`config.mk`:
```
export PLATFORM = sky130hd
export DESIGN_NAME = bitalias_bridge
export DESIGN_NICKNAME = d
export VERILOG_FILES = /design/src/rtl/bba_pkg.sv /design/src/rtl/bba_decode.sv /design/src/rtl/bba_merge.sv /design/src/rtl/bba_seq.sv /design/src/rtl/bitalias_bridge.sv
export SDC_FILE = /design/constraint.sdc
export NUM_CORES = 1
export LEC_CHECK = 0
export CAP_MARGIN = 15
export CORE_UTILIZATION = 60
export CTS_CLUSTER_SIZE = 25
export DETAILED_ROUTE_END_ITERATION = 8
export DONT_BUFFER_PORTS = 1
export PLACE_DENSITY = 0.76
export SLEW_MARGIN = 25
export SYNTH_ARGS = -nofsm -noshare
export SYNTH_HDL_FRONTEND = slang
export SYNTH_HIERARCHICAL = 1
export SYNTH_SLANG_ARGS = --single-unit
```
`constraint.sdc`:
```
create_clock -name clk -period 2.9 [get_ports clk]
set_clock_uncertainty 0.05 [all_clocks]
set_input_delay 0.58 -clock clk [delete_from_list [all_inputs] [get_ports clk]]
set_output_delay 0.58 -clock clk [all_outputs]
set_load 0.02 [all_outputs]
```
`src/rtl/bba_pkg.sv`:
```
package bba_pkg;
  typedef enum logic [1:0] {
    SZ_BYTE = 2'd0,
    SZ_HALF = 2'd1,
    SZ_WORD = 2'd2,
    SZ_BAD  = 2'd3
  } bba_size_e;

  typedef enum logic [1:0] {
    ST_IDLE = 2'd0,
    ST_RD   = 2'd1,
    ST_WB   = 2'd2,
    ST_DONE = 2'd3
  } bba_state_e;

  // 8 bits per byte times 4 alias bytes per bit
  localparam int ALIAS_SHIFT = 5;
endpackage

```
`src/rtl/bba_decode.sv`:
```
module bba_decode
  import bba_pkg::*;
#(
  parameter int ADDR_W  = 32,
  parameter int DATA_W  = 32,
  parameter int SPAN_W  = 25,
  parameter int NUM_WIN = 2,
  parameter logic [NUM_WIN*ADDR_W-1:0] ALIAS_BASE  = {32'h4200_0000, 32'h2200_0000},
  parameter logic [NUM_WIN*ADDR_W-1:0] REGION_BASE = {32'h4000_0000, 32'h2000_0000},
  localparam int IDX_W = $clog2(DATA_W)
) (
  input  logic [ADDR_W-1:0] addr,
  input  logic [1:0]        size,
  output logic              hit,
  output logic [ADDR_W-1:0] tgt_addr,
  output logic [IDX_W-1:0]  bit_idx
);
  logic [NUM_WIN-1:0] win_hit;
  logic [ADDR_W-1:0]  win_tgt [NUM_WIN];
  logic               any_hit;
  logic [ADDR_W-1:0]  tgt_raw;
  logic [IDX_W-1:0]   idx_raw;

  for (genvar w = 0; w < NUM_WIN; w++) begin : g_win
    assign win_hit[w] = (addr[ADDR_W-1:SPAN_W] ==
                         ALIAS_BASE[w*ADDR_W+SPAN_W +: ADDR_W-SPAN_W]);
    assign win_tgt[w] = REGION_BASE[w*ADDR_W +: ADDR_W] |
                        ADDR_W'(addr[SPAN_W-1:0] >> ALIAS_SHIFT);
  end

  always_comb begin
    any_hit = 1'b0;
    tgt_raw = '0;
    for (int w = NUM_WIN - 1; w >= 0; w--) begin
      if (win_hit[w]) begin
        any_hit = 1'b1;
        tgt_raw = win_tgt[w];
      end
    end
  end

  assign idx_raw  = addr[IDX_W+1:2];
  assign hit      = any_hit && (size != SZ_BAD);
  assign tgt_addr = tgt_raw & ~ADDR_W'((32'd1 << size) - 32'd1);
  assign bit_idx  = idx_raw & IDX_W'((32'd8 << size) - 32'd1);
endmodule

```
`src/rtl/bba_merge.sv`:
```
module bba_merge #(
  parameter int DATA_W = 32,
  localparam int IDX_W = $clog2(DATA_W)
) (
  input  logic [DATA_W-1:0] unit_in,
  input  logic [IDX_W-1:0]  bit_idx,
  input  logic              set_val,
  output logic              bit_val,
  output logic [DATA_W-1:0] unit_out
);
  logic [DATA_W-1:0] sel_mask;

  assign sel_mask = DATA_W'(1) << bit_idx;
  assign bit_val  = unit_in[bit_idx];
  assign unit_out = set_val ? (unit_in | sel_mask) : (unit_in & ~sel_mask);
endmodule

```
`src/rtl/bba_seq.sv`:
```
module bba_seq
  import bba_pkg::*;
#(
  parameter int ADDR_W = 32,
  parameter int DATA_W = 32,
  localparam int IDX_W = $clog2(DATA_W)
) (
  input  logic              clk,
  input  logic              rst_n,
  input  logic              up_req,
  input  logic              up_wr,
  input  logic              up_set,
  input  logic [1:0]        up_size,
  input  logic              dec_hit,
  input  logic [ADDR_W-1:0] dec_addr,
  input  logic [IDX_W-1:0]  dec_idx,
  input  logic              dn_ready,
  input  logic              dn_err,
  input  logic              mrg_bit,
  input  logic [DATA_W-1:0] mrg_unit,
  output logic [IDX_W-1:0]  idx_q,
  output logic              set_q,
  output logic              up_ready,
  output logic              rsp_bit,
  output logic              up_err,
  output logic              dn_req,
  output logic [ADDR_W-1:0] dn_addr,
  output logic [1:0]        dn_size,
  output logic              dn_wr,
  output logic [DATA_W-1:0] dn_wdata,
  output logic              dn_lock
);
  bba_state_e        state_q, state_d;
  logic [ADDR_W-1:0] addr_q;
  logic [1:0]        size_q;
  logic              wr_q;
  logic [DATA_W-1:0] wb_q;
  logic              rbit_q, err_q;
  logic              cap_en, wb_en, rsp_en;
  logic              rbit_d, err_d;

  always_comb begin
    state_d = state_q;
    cap_en  = 1'b0;
    wb_en   = 1'b0;
    rsp_en  = 1'b0;
    rbit_d  = 1'b0;
    err_d   = 1'b0;
    case (state_q)
      ST_IDLE: begin
        if (up_req) begin
          if (dec_hit) begin
            cap_en  = 1'b1;
            state_d = ST_RD;
          end else begin
            rsp_en  = 1'b1;
            err_d   = 1'b1;
            state_d = ST_DONE;
          end
        end
      end
      ST_RD: begin
        if (dn_ready) begin
          if (dn_err) begin
            rsp_en  = 1'b1;
            err_d   = 1'b1;
            state_d = ST_DONE;
          end else if (wr_q) begin
            wb_en   = 1'b1;
            state_d = ST_WB;
          end else begin
            rsp_en  = 1'b1;
            rbit_d  = mrg_bit;
            state_d = ST_DONE;
          end
        end
      end
      ST_WB: begin
        if (dn_ready) begin
          rsp_en  = 1'b1;
          err_d   = dn_err;
          state_d = ST_DONE;
        end
      end
      default: state_d = ST_IDLE;
    endcase
  end

  always_ff @(posedge clk or negedge rst_n) begin
    if (!rst_n) begin
      state_q <= ST_IDLE;
      addr_q  <= '0;
      size_q  <= '0;
      idx_q   <= '0;
      set_q   <= 1'b0;
      wr_q    <= 1'b0;
      wb_q    <= '0;
      rbit_q  <= 1'b0;
      err_q   <= 1'b0;
    end else begin
      state_q <= state_d;
      if (cap_en) begin
        addr_q <= dec_addr;
        size_q <= up_size;
        idx_q  <= dec_idx;
        set_q  <= up_set;
        wr_q   <= up_wr;
      end
      if (wb_en) begin
        wb_q <= mrg_unit;
      end
      if (rsp_en) begin
        rbit_q <= rbit_d;
        err_q  <= err_d;
      end
    end
  end

  assign dn_req   = (state_q == ST_RD) || (state_q == ST_WB);
  assign dn_wr    = (state_q == ST_WB);
  assign dn_lock  = dn_req && wr_q;
  assign dn_addr  = addr_q;
  assign dn_size  = size_q;
  assign dn_wdata = dn_wr ? wb_q : '0;
  assign up_ready = (state_q == ST_DONE);
  assign rsp_bit  = up_ready && rbit_q;
  assign up_err   = up_ready && err_q;
endmodule

```
`src/rtl/bitalias_bridge.sv`:
```
module bitalias_bridge
  import bba_pkg::*;
#(
  parameter int ADDR_W  = 32,
  parameter int DATA_W  = 32,
  parameter int SPAN_W  = 25,
  parameter int NUM_WIN = 2,
  parameter logic [NUM_WIN*ADDR_W-1:0] ALIAS_BASE  = {32'h4200_0000, 32'h2200_0000},
  parameter logic [NUM_WIN*ADDR_W-1:0] REGION_BASE = {32'h4000_0000, 32'h2000_0000}
) (
  input  logic              clk,
  input  logic              rst_n,
  input  logic              up_req,
  input  logic [ADDR_W-1:0] up_addr,
  input  logic [1:0]        up_size,
  input  logic              up_wr,
  input  logic [DATA_W-1:0] up_wdata,
  output logic              up_ready,
  output logic [DATA_W-1:0] up_rdata,
  output logic              up_err,
  output logic              dn_req,
  output logic [ADDR_W-1:0] dn_addr,
  output logic [1:0]        dn_size,
  output logic              dn_wr,
  output logic [DATA_W-1:0] dn_wdata,
  output logic              dn_lock,
  input  logic              dn_ready,
  input  logic [DATA_W-1:0] dn_rdata,
  input  logic              dn_err
);
  localparam int IDX_W = $clog2(DATA_W);

  logic              rst_meta, rst_sync;
  logic              dec_hit;
  logic [ADDR_W-1:0] dec_addr;
  logic [IDX_W-1:0]  dec_idx;
  logic [IDX_W-1:0]  idx_q;
  logic              set_q;
  logic              mrg_bit;
  logic [DATA_W-1:0] mrg_unit;
  logic              rsp_bit;
  logic              unused_wdata;

  always_ff @(posedge clk or negedge rst_n) begin
    if (!rst_n) begin
      rst_meta <= 1'b0;
      rst_sync <= 1'b0;
    end else begin
      rst_meta <= 1'b1;
      rst_sync <= rst_meta;
    end
  end

  assign unused_wdata = ^up_wdata[DATA_W-1:1];

  bba_decode #(
    .ADDR_W(ADDR_W), .DATA_W(DATA_W), .SPAN_W(SPAN_W), .NUM_WIN(NUM_WIN),
    .ALIAS_BASE(ALIAS_BASE), .REGION_BASE(REGION_BASE)
  ) u_decode (
    .addr(up_addr), .size(up_size),
    .hit(dec_hit), .tgt_addr(dec_addr), .bit_idx(dec_idx)
  );

  bba_merge #(.DATA_W(DATA_W)) u_merge (
    .unit_in(dn_rdata), .bit_idx(idx_q), .set_val(set_q),
    .bit_val(mrg_bit), .unit_out(mrg_unit)
  );

  bba_seq #(.ADDR_W(ADDR_W), .DATA_W(DATA_W)) u_seq (
    .clk(clk), .rst_n(rst_sync),
    .up_req(up_req), .up_wr(up_wr), .up_set(up_wdata[0]), .up_size(up_size),
    .dec_hit(dec_hit), .dec_addr(dec_addr), .dec_idx(dec_idx),
    .dn_ready(dn_ready), .dn_err(dn_err),
    .mrg_bit(mrg_bit), .mrg_unit(mrg_unit),
    .idx_q(idx_q), .set_q(set_q),
    .up_ready(up_ready), .rsp_bit(rsp_bit), .up_err(up_err),
    .dn_req(dn_req), .dn_addr(dn_addr), .dn_size(dn_size), .dn_wr(dn_wr),
    .dn_wdata(dn_wdata), .dn_lock(dn_lock)
  );

  assign up_rdata = {{(DATA_W-1){1'b0}}, rsp_bit};
endmodule

```
### After elaboration in Yosys (flattened, before gate mapping)

Index checks and enable logic that the tools add are counted.

* bits in registers: 79
* bits of input ports: 104
* output and inout port bits: 103
* word-level logic and storage cells: 76

* add/sub/neg operators: 2
* $lt $le $gt $ge: 1
* equal/unequal tests: 9
* shift operators: 3
* mux-type cells: 37
* bitwise operators: 6
* reduce and logical (&&, ||, !) cells: 7

Operators by type and width (count)
* two-way mux 32 bit: 3
* bitwise AND 32 bit: 2
* NOT 32 bit: 2
* OR 32 bit: 1
* << shifter 1 x 2 -> 32 bit, first input constant: 1
* << shifter 1 x 5 -> 32 bit, first input constant: 1
* subtractor 32 x 1 -> 32 bit, second input constant: 1
* two-way mux 31 bit: 1
* two-way mux 1 bit: 24
* two-way mux 2 bit: 5
* inequality test 2 bit, second input constant: 4
* equality test 7 x 5 -> 1 bit, second input constant: 1
* equality test 7 x 6 -> 1 bit, second input constant: 1
* less-than comparator 5 x 6 -> 1 bit, second input constant: 1
* case mux 1 bit (3 select lines): 2
* case mux 2 bit (3 select lines): 1
* bitwise AND 5 bit: 1
* binary-select mux 1 bit (select 5 bit): 1
* << shifter 4 x 2 -> 5 bit, first input constant: 1
* subtractor 5 x 1 -> 5 bit, second input constant: 1
* equality test 2 bit, second input constant: 2
* logical AND 1 bit: 4
* AND reduction 3 bit: 1
* equality test 2 x 1 -> 1 bit, second input constant: 1
* other kinds (2): 2

### Logic depth before layout (Yosys ltp)

* word-level depth: 7
* depth in mapped cells: 9
* depth with buffers taken out: 7

### Hierarchy

Netlist, hierarchy kept.

By module, submodules not included
* bba_seq: instances 1, cells each 229, area an instance 3379.5 µm², seq. area each 1926.8 µm²
* bba_merge: instances 1, cells each 113, area an instance 927.1 µm², seq. area each 0.0 µm²
* bba_decode: instances 1, cells each 51, area an instance 356.6 µm², seq. area each 0.0 µm²
* bitalias_bridge: instances 1, cells each 36, area an instance 297.8 µm², seq. area each 50.0 µm²

### Worst setup path before layout

Ideal clock, no wire load.

* kind: input to register
* from: input port up_addr[30]
* to: register u_seq.addr_q[0] (netlist: u_seq/dn_addr[0])
* setup time: 0.125 ns
* data arrival time: 1.933 ns
* data required time: 2.725 ns
* setup slack: 0.792 ns
* cell stages on the path: 7
* buffers on the path: 2
* path through: xnor2_1 and3b_2 buf_6 and2_1 nand3_1 buf_2 mux2_2

* longest elaborated chain between the ends: 7
* elaborated cells between the ends (all ways): 11
* those cells by class: eq/ne: 2; mux: 7; bitwise: 1; reduce/logical: 1

Ends and longest elaborated chain
* from (decl): RTL line bitalias_bridge.sv:14 `input logic [ADDR_W-1:0] up_addr,`
* equality test 7 x 6 -> 1 bit: RTL line bba_decode.sv:25 `assign win_hit[w] = (addr[ADDR_W-1:SPAN_W] ==`
* two-way mux 1 bit: RTL line bba_decode.sv:35 `if (win_hit[w]) begin`
* two-way mux 1 bit *: RTL line bba_decode.sv:35
* logical AND 1 bit *: RTL line bba_decode.sv:43 `assign hit = any_hit && (size != SZ_BAD);`
* net dec_hit: RTL line bitalias_bridge.sv:34 `logic dec_hit;`
* two-way mux 1 bit *: RTL line bba_seq.sv:52 `if (dec_hit) begin`
* two-way mux 1 bit *: RTL line bba_seq.sv:51 `if (up_req) begin`
* two-way mux 1 bit *: RTL line bba_seq.sv:49 `case (state_q)`
* to (signal assigned): RTL line bba_seq.sv:103 `addr_q <= dec_addr;`
* to (decl): RTL line bba_seq.sv:34 `logic [ADDR_W-1:0] addr_q;`

The timed path passes the listed nets; every way through them passes the cells marked *.
A chain may end at the register's enable or synchronous reset.

### Worst setup path in the final report

* from: register u_seq.idx_q[0]
* to: register u_seq.rbit_q

* longest elaborated chain between the ends: 6

Ends and longest elaborated chain
* from (decl): RTL line bba_seq.sv:21 `output logic [IDX_W-1:0] idx_q,`
* from (signal assigned): RTL line bba_seq.sv:105 `idx_q <= dec_idx;`
* binary-select mux 1 bit (select 5 bit): RTL line bba_merge.sv:14 `assign bit_val = unit_in[bit_idx];`
* two-way mux 1 bit (not written as such): RTL line bba_merge.sv:14
* net mrg_bit: RTL line bitalias_bridge.sv:39 `logic mrg_bit;`
* two-way mux 1 bit: RTL line bba_seq.sv:68 `end else if (wr_q) begin`
* two-way mux 1 bit: RTL line bba_seq.sv:64 `if (dn_err) begin`
* two-way mux 1 bit: RTL line bba_seq.sv:63 `if (dn_ready) begin`
* two-way mux 1 bit: RTL line bba_seq.sv:49
* to (signal assigned): RTL line bba_seq.sv:113 `rbit_q <= rbit_d;`
* to (decl): RTL line bba_seq.sv:38 `logic rbit_q, err_q;`

The timed path passes the listed nets, and every way through them passes these cells. The select of a mux whose other input is x is not followed.

==> flow_summary.json <==
{
  "dieWidth_um": 92.93,
  "syn_area_sq_um": 4961,
  "cp.required_ns": 3.11,
  "core-area_sq_um": 7848,
  "crit_buf_inv": 0,
  "rrSetupSlack_ns": 0.36,
  "cpPeakStageDelay_ns": 0.88,
  "path_max_fanout": 21,
  "grt_pass1_wl_um": 15680,
  "drive_above_1_share_pct": 32.47,
  "dp.final_hpwl_um": 7284,
  "setup_tns_ns": 0,
  "slowest_stage": "dfrtp_1",
  "cts_root_buf": "clkbuf_8",
  "multi_input_area_sq_um": 2633,
  "clock.fmax_ghz": 0.3930,
  "globalRoute.totalOverflow": 0,
  "synth_flop_cell": "dfrtp_1",
  "postLayoutCoreUtil_pct": 64.38,
  "via_count": 3039,
  "min_path_type": "register to async pin",
  "synth_seq_area_share_pct": 39.85,
  "critPathLaunchType": "register",
  "dieArea_sq_um": 8636,
  "r2r_end": "u_seq/rbit_q$_DFFE_PN0P_",
  "seq_area_sq_um": 1981,
  "ioPinCount": 207,
  "status": "completed",
  "cts_tree": "yes",
  "end_kind": "register",
  "crit_family": "simple AND/OR/NAND/NOR gates",
  "initial_core_util_pct": 63.22,
  "synth_cell_types": 45,
  "synth_cells": 429,
  "drt_iter0_drc": 141,
  "leakage_nw": 2.493,
  "ys_seq_elements": 79,
  "drc": 0,
  "clk_latency_ns": 0.35,
  "ant_nets": 0,
  "hold-worst-slack_ns": 0.1846,
  "yosys.area.top_type": "dfrtp_1",
  "finalCritPeriodShare_pct": 87.74,
  "yosysWarnings": 6,
  "final_cell_mix": "dfrtp_1 (78), mux2_2 (75), and2_1 (46)",
  "cts_buffer_depth": 2,
  "vias_per_cell": 5.767,
  "grt_max_degree": 78,
  "hold_viol_final": 0,
  "routedWlPerCell_um": 19.06,
  "cts_buffers": 9,
  "finalSetupViolCount": 0,
  "nets": 529,
  "drv_cap": 0,
  "synth_top_area_share_pct": 39.85,
  "min_period_ns": 2.544,
  "die_h_um": 92.93,
  "htreeDepth": 3,
  "routed_wirelength_um": 10050,
  "gp_congestion": 0.8526,
  "powerDensity_nw_per_um2": 577.5,
  "crit_path_start": "u_seq/idx_q[0]$_DFFE_PN0P_",
  "postCtsSetupBuffers": 0,
  "drt_first_pass_iters": 4,
  "cts_sinks": 79,
  "relSlewSlack_pct": 40.87,
  "num_rows": 32,
  "tightestPinTransition_ns": 0.8870,
  "grt_antenna_before_repair": 1,
  "async_reset_ff_share_pct": 100.0,
  "path_class": "register to register",
  "track_usage_pct": 23.83,
  "diodes": 0,
  "fillCellCount": 626,
  "path_cells": "mux4_1 > nand3_1 > and3_1 > nor3_1 > nand2b_1 > or4_1 > o31ai_1",
  "arrival_ns": 2.75,
  "synth.avg_cell_area_sq_um": 11.56,
  "rsz0062_at_grt": "no",
  "numPortBuffers": 0,
  "peakVddDrop_mv": 0.3326,
  "post_cts_resized": 0,
  "final_common_cell": "dfrtp_1",
  "first_global_vias": 3076,
  "cts_hold_buffers": 1,
  "synth_area_leaders": "dfrtp_1 (40%), mux2_2 (17%), mux2_4 (9.1%), buf_4 (7.1%), and2_1 (5.8%)",
  "synth_edf_count": 0,
  "clk_pin_slew_worst_paths_ns": 0.09,
  "slew_viol_final": 0,
  "area_delta_synth_final_pct": 1.841,
  "ff2ff_path_depth": 7,
  "r2r-start": "u_seq/idx_q[0]$_DFFE_PN0P_"
}
[registers in the layout, summed over array words and instances (netlist names)]
name / count
u_seq/state_q: 2
u_seq/wr_q: 1
u_seq/dn_addr: 32
u_seq/dn_size: 2
u_seq/wb_q: 32
u_seq/idx_q: 5
u_seq/set_q: 1
u_seq/err_q: 1
u_seq/rbit_q: 1
rst_sync: 1
rst_meta: 1
[synth_stat cells (2+ instances only)]
| cell | count |
|---|---|
| a21oi_1 | 2 |
| and2_1 | 46 |
| and3_1 | 12 |
| buf_2 | 6 |
| buf_4 | 47 |
| buf_6 | 6 |
| clkbuf_1 | 9 |
| conb_1 | 3 |
| dfrtp_1 | 79 |
| ha_1 | 5 |
| inv_1 | 5 |
| mux2_2 | 75 |
| mux2_4 | 30 |
| mux2i_1 | 3 |
| mux4_1 | 5 |
| nand2_1 | 21 |
| nand2b_1 | 6 |
| nand3_1 | 8 |
| nand3b_1 | 6 |
| nand4_1 | 2 |
| nor2_1 | 16 |
| nor2b_1 | 4 |
| nor3_1 | 6 |
| nor3b_1 | 4 |
| o21ai_0 | 2 |
| o22ai_1 | 2 |
[cell families (layout without fill, tap and decap cells)]
logic type / after synthesis / in the layout / share of synthesized area (%)
adder cells (fa/ha/maj): 5 / 5 / 1.261
AO/OA/AOI/OAI: 13 / 13 / 1.993
AND/OR/NAND/NOR: 141 / 141 / 16.55
XOR/XNOR: 1 / 1 / 0.1766
other: 3 / 42 / 0.2270
multiplexers: 114 / 114 / 29.81
flip-flops: 79 / 79 / 39.85
buffers and inverters: 73 / 30 / 10.14
[worst register-to-register path, cell delays in order, from the launching register on]
cell and delay [ns]:
dfrtp_1 0.88, mux4_1 0.45, nand3_1 0.08, and3_1 0.17, nor3_1 0.24, nand2b_1 0.10, or4_1 0.40, o31ai_1 0.08
[cell type report]
class / count / area share, %
Clock inverter: 6 / 1.238
Inverter: 5 / 0.3715
Clock buffer: 10 / 2.526
Sequential cell: 79 / 39.20
Tap cell: 102 / 2.526
Timing Repair Buffer: 9 / 2.031
Multi-Input combinational cell: 316 / 52.10
[power breakdown]
part / leakage (nW) / switching [W] / internal, W
combinational: 1.32 / 0.000440 / 0.000320
clock: 0.0883 / 0.000414 / 0.000395
sequential: 1.08 / 0.000136 / 0.00121
total: 2.49 / 0.000990 / 0.00193
[metal layers]
metal	GRT usage (%)	routed length, um	vias up	share of wire, %
li1	-	-	1380	-
met5	0	13	-	0.13
met2	38.36	4802	168	48
met3	9.688	1124	14	11
met4	7.051	136	2	1.4
met1	29.32	3969	1475	40
[how the worst max path moves through the flow]
| stage | endpoint | cells past startpoint |
|---|---|---|
| floorplan | u_seq/dn_addr[0]$_DFFE_PN0P_ | 0 |
| global placement | u_seq/rbit_q$_DFFE_PN0P_ | 7 |
| detailed placement | u_seq/rbit_q$_DFFE_PN0P_ | 7 |
| CTS | dn_wdata[31] | 4 |
| global route | u_seq/rbit_q$_DFFE_PN0P_ | 7 |
| finish | u_seq/rbit_q$_DFFE_PN0P_ | 7 |
[metrics by stage]
step | std cells | power, W | cell area, sq um | setup slack, ns
floorplan | 468 | 0.002010 | 5107 | 0.4869
global placement | 509 | 0.002085 | 4825 | 0.4216
detailed placement | 509 | 0.002121 | 4825 | 0.3961
CTS | 526 | 0.002937 | 5025 | 0.3493
global route | 527 | 0.003071 | 5052 | 0.1931
finish | 527 | 0.002918 | 5052 | 0.3555
Power figures use the tool's default switching activity.
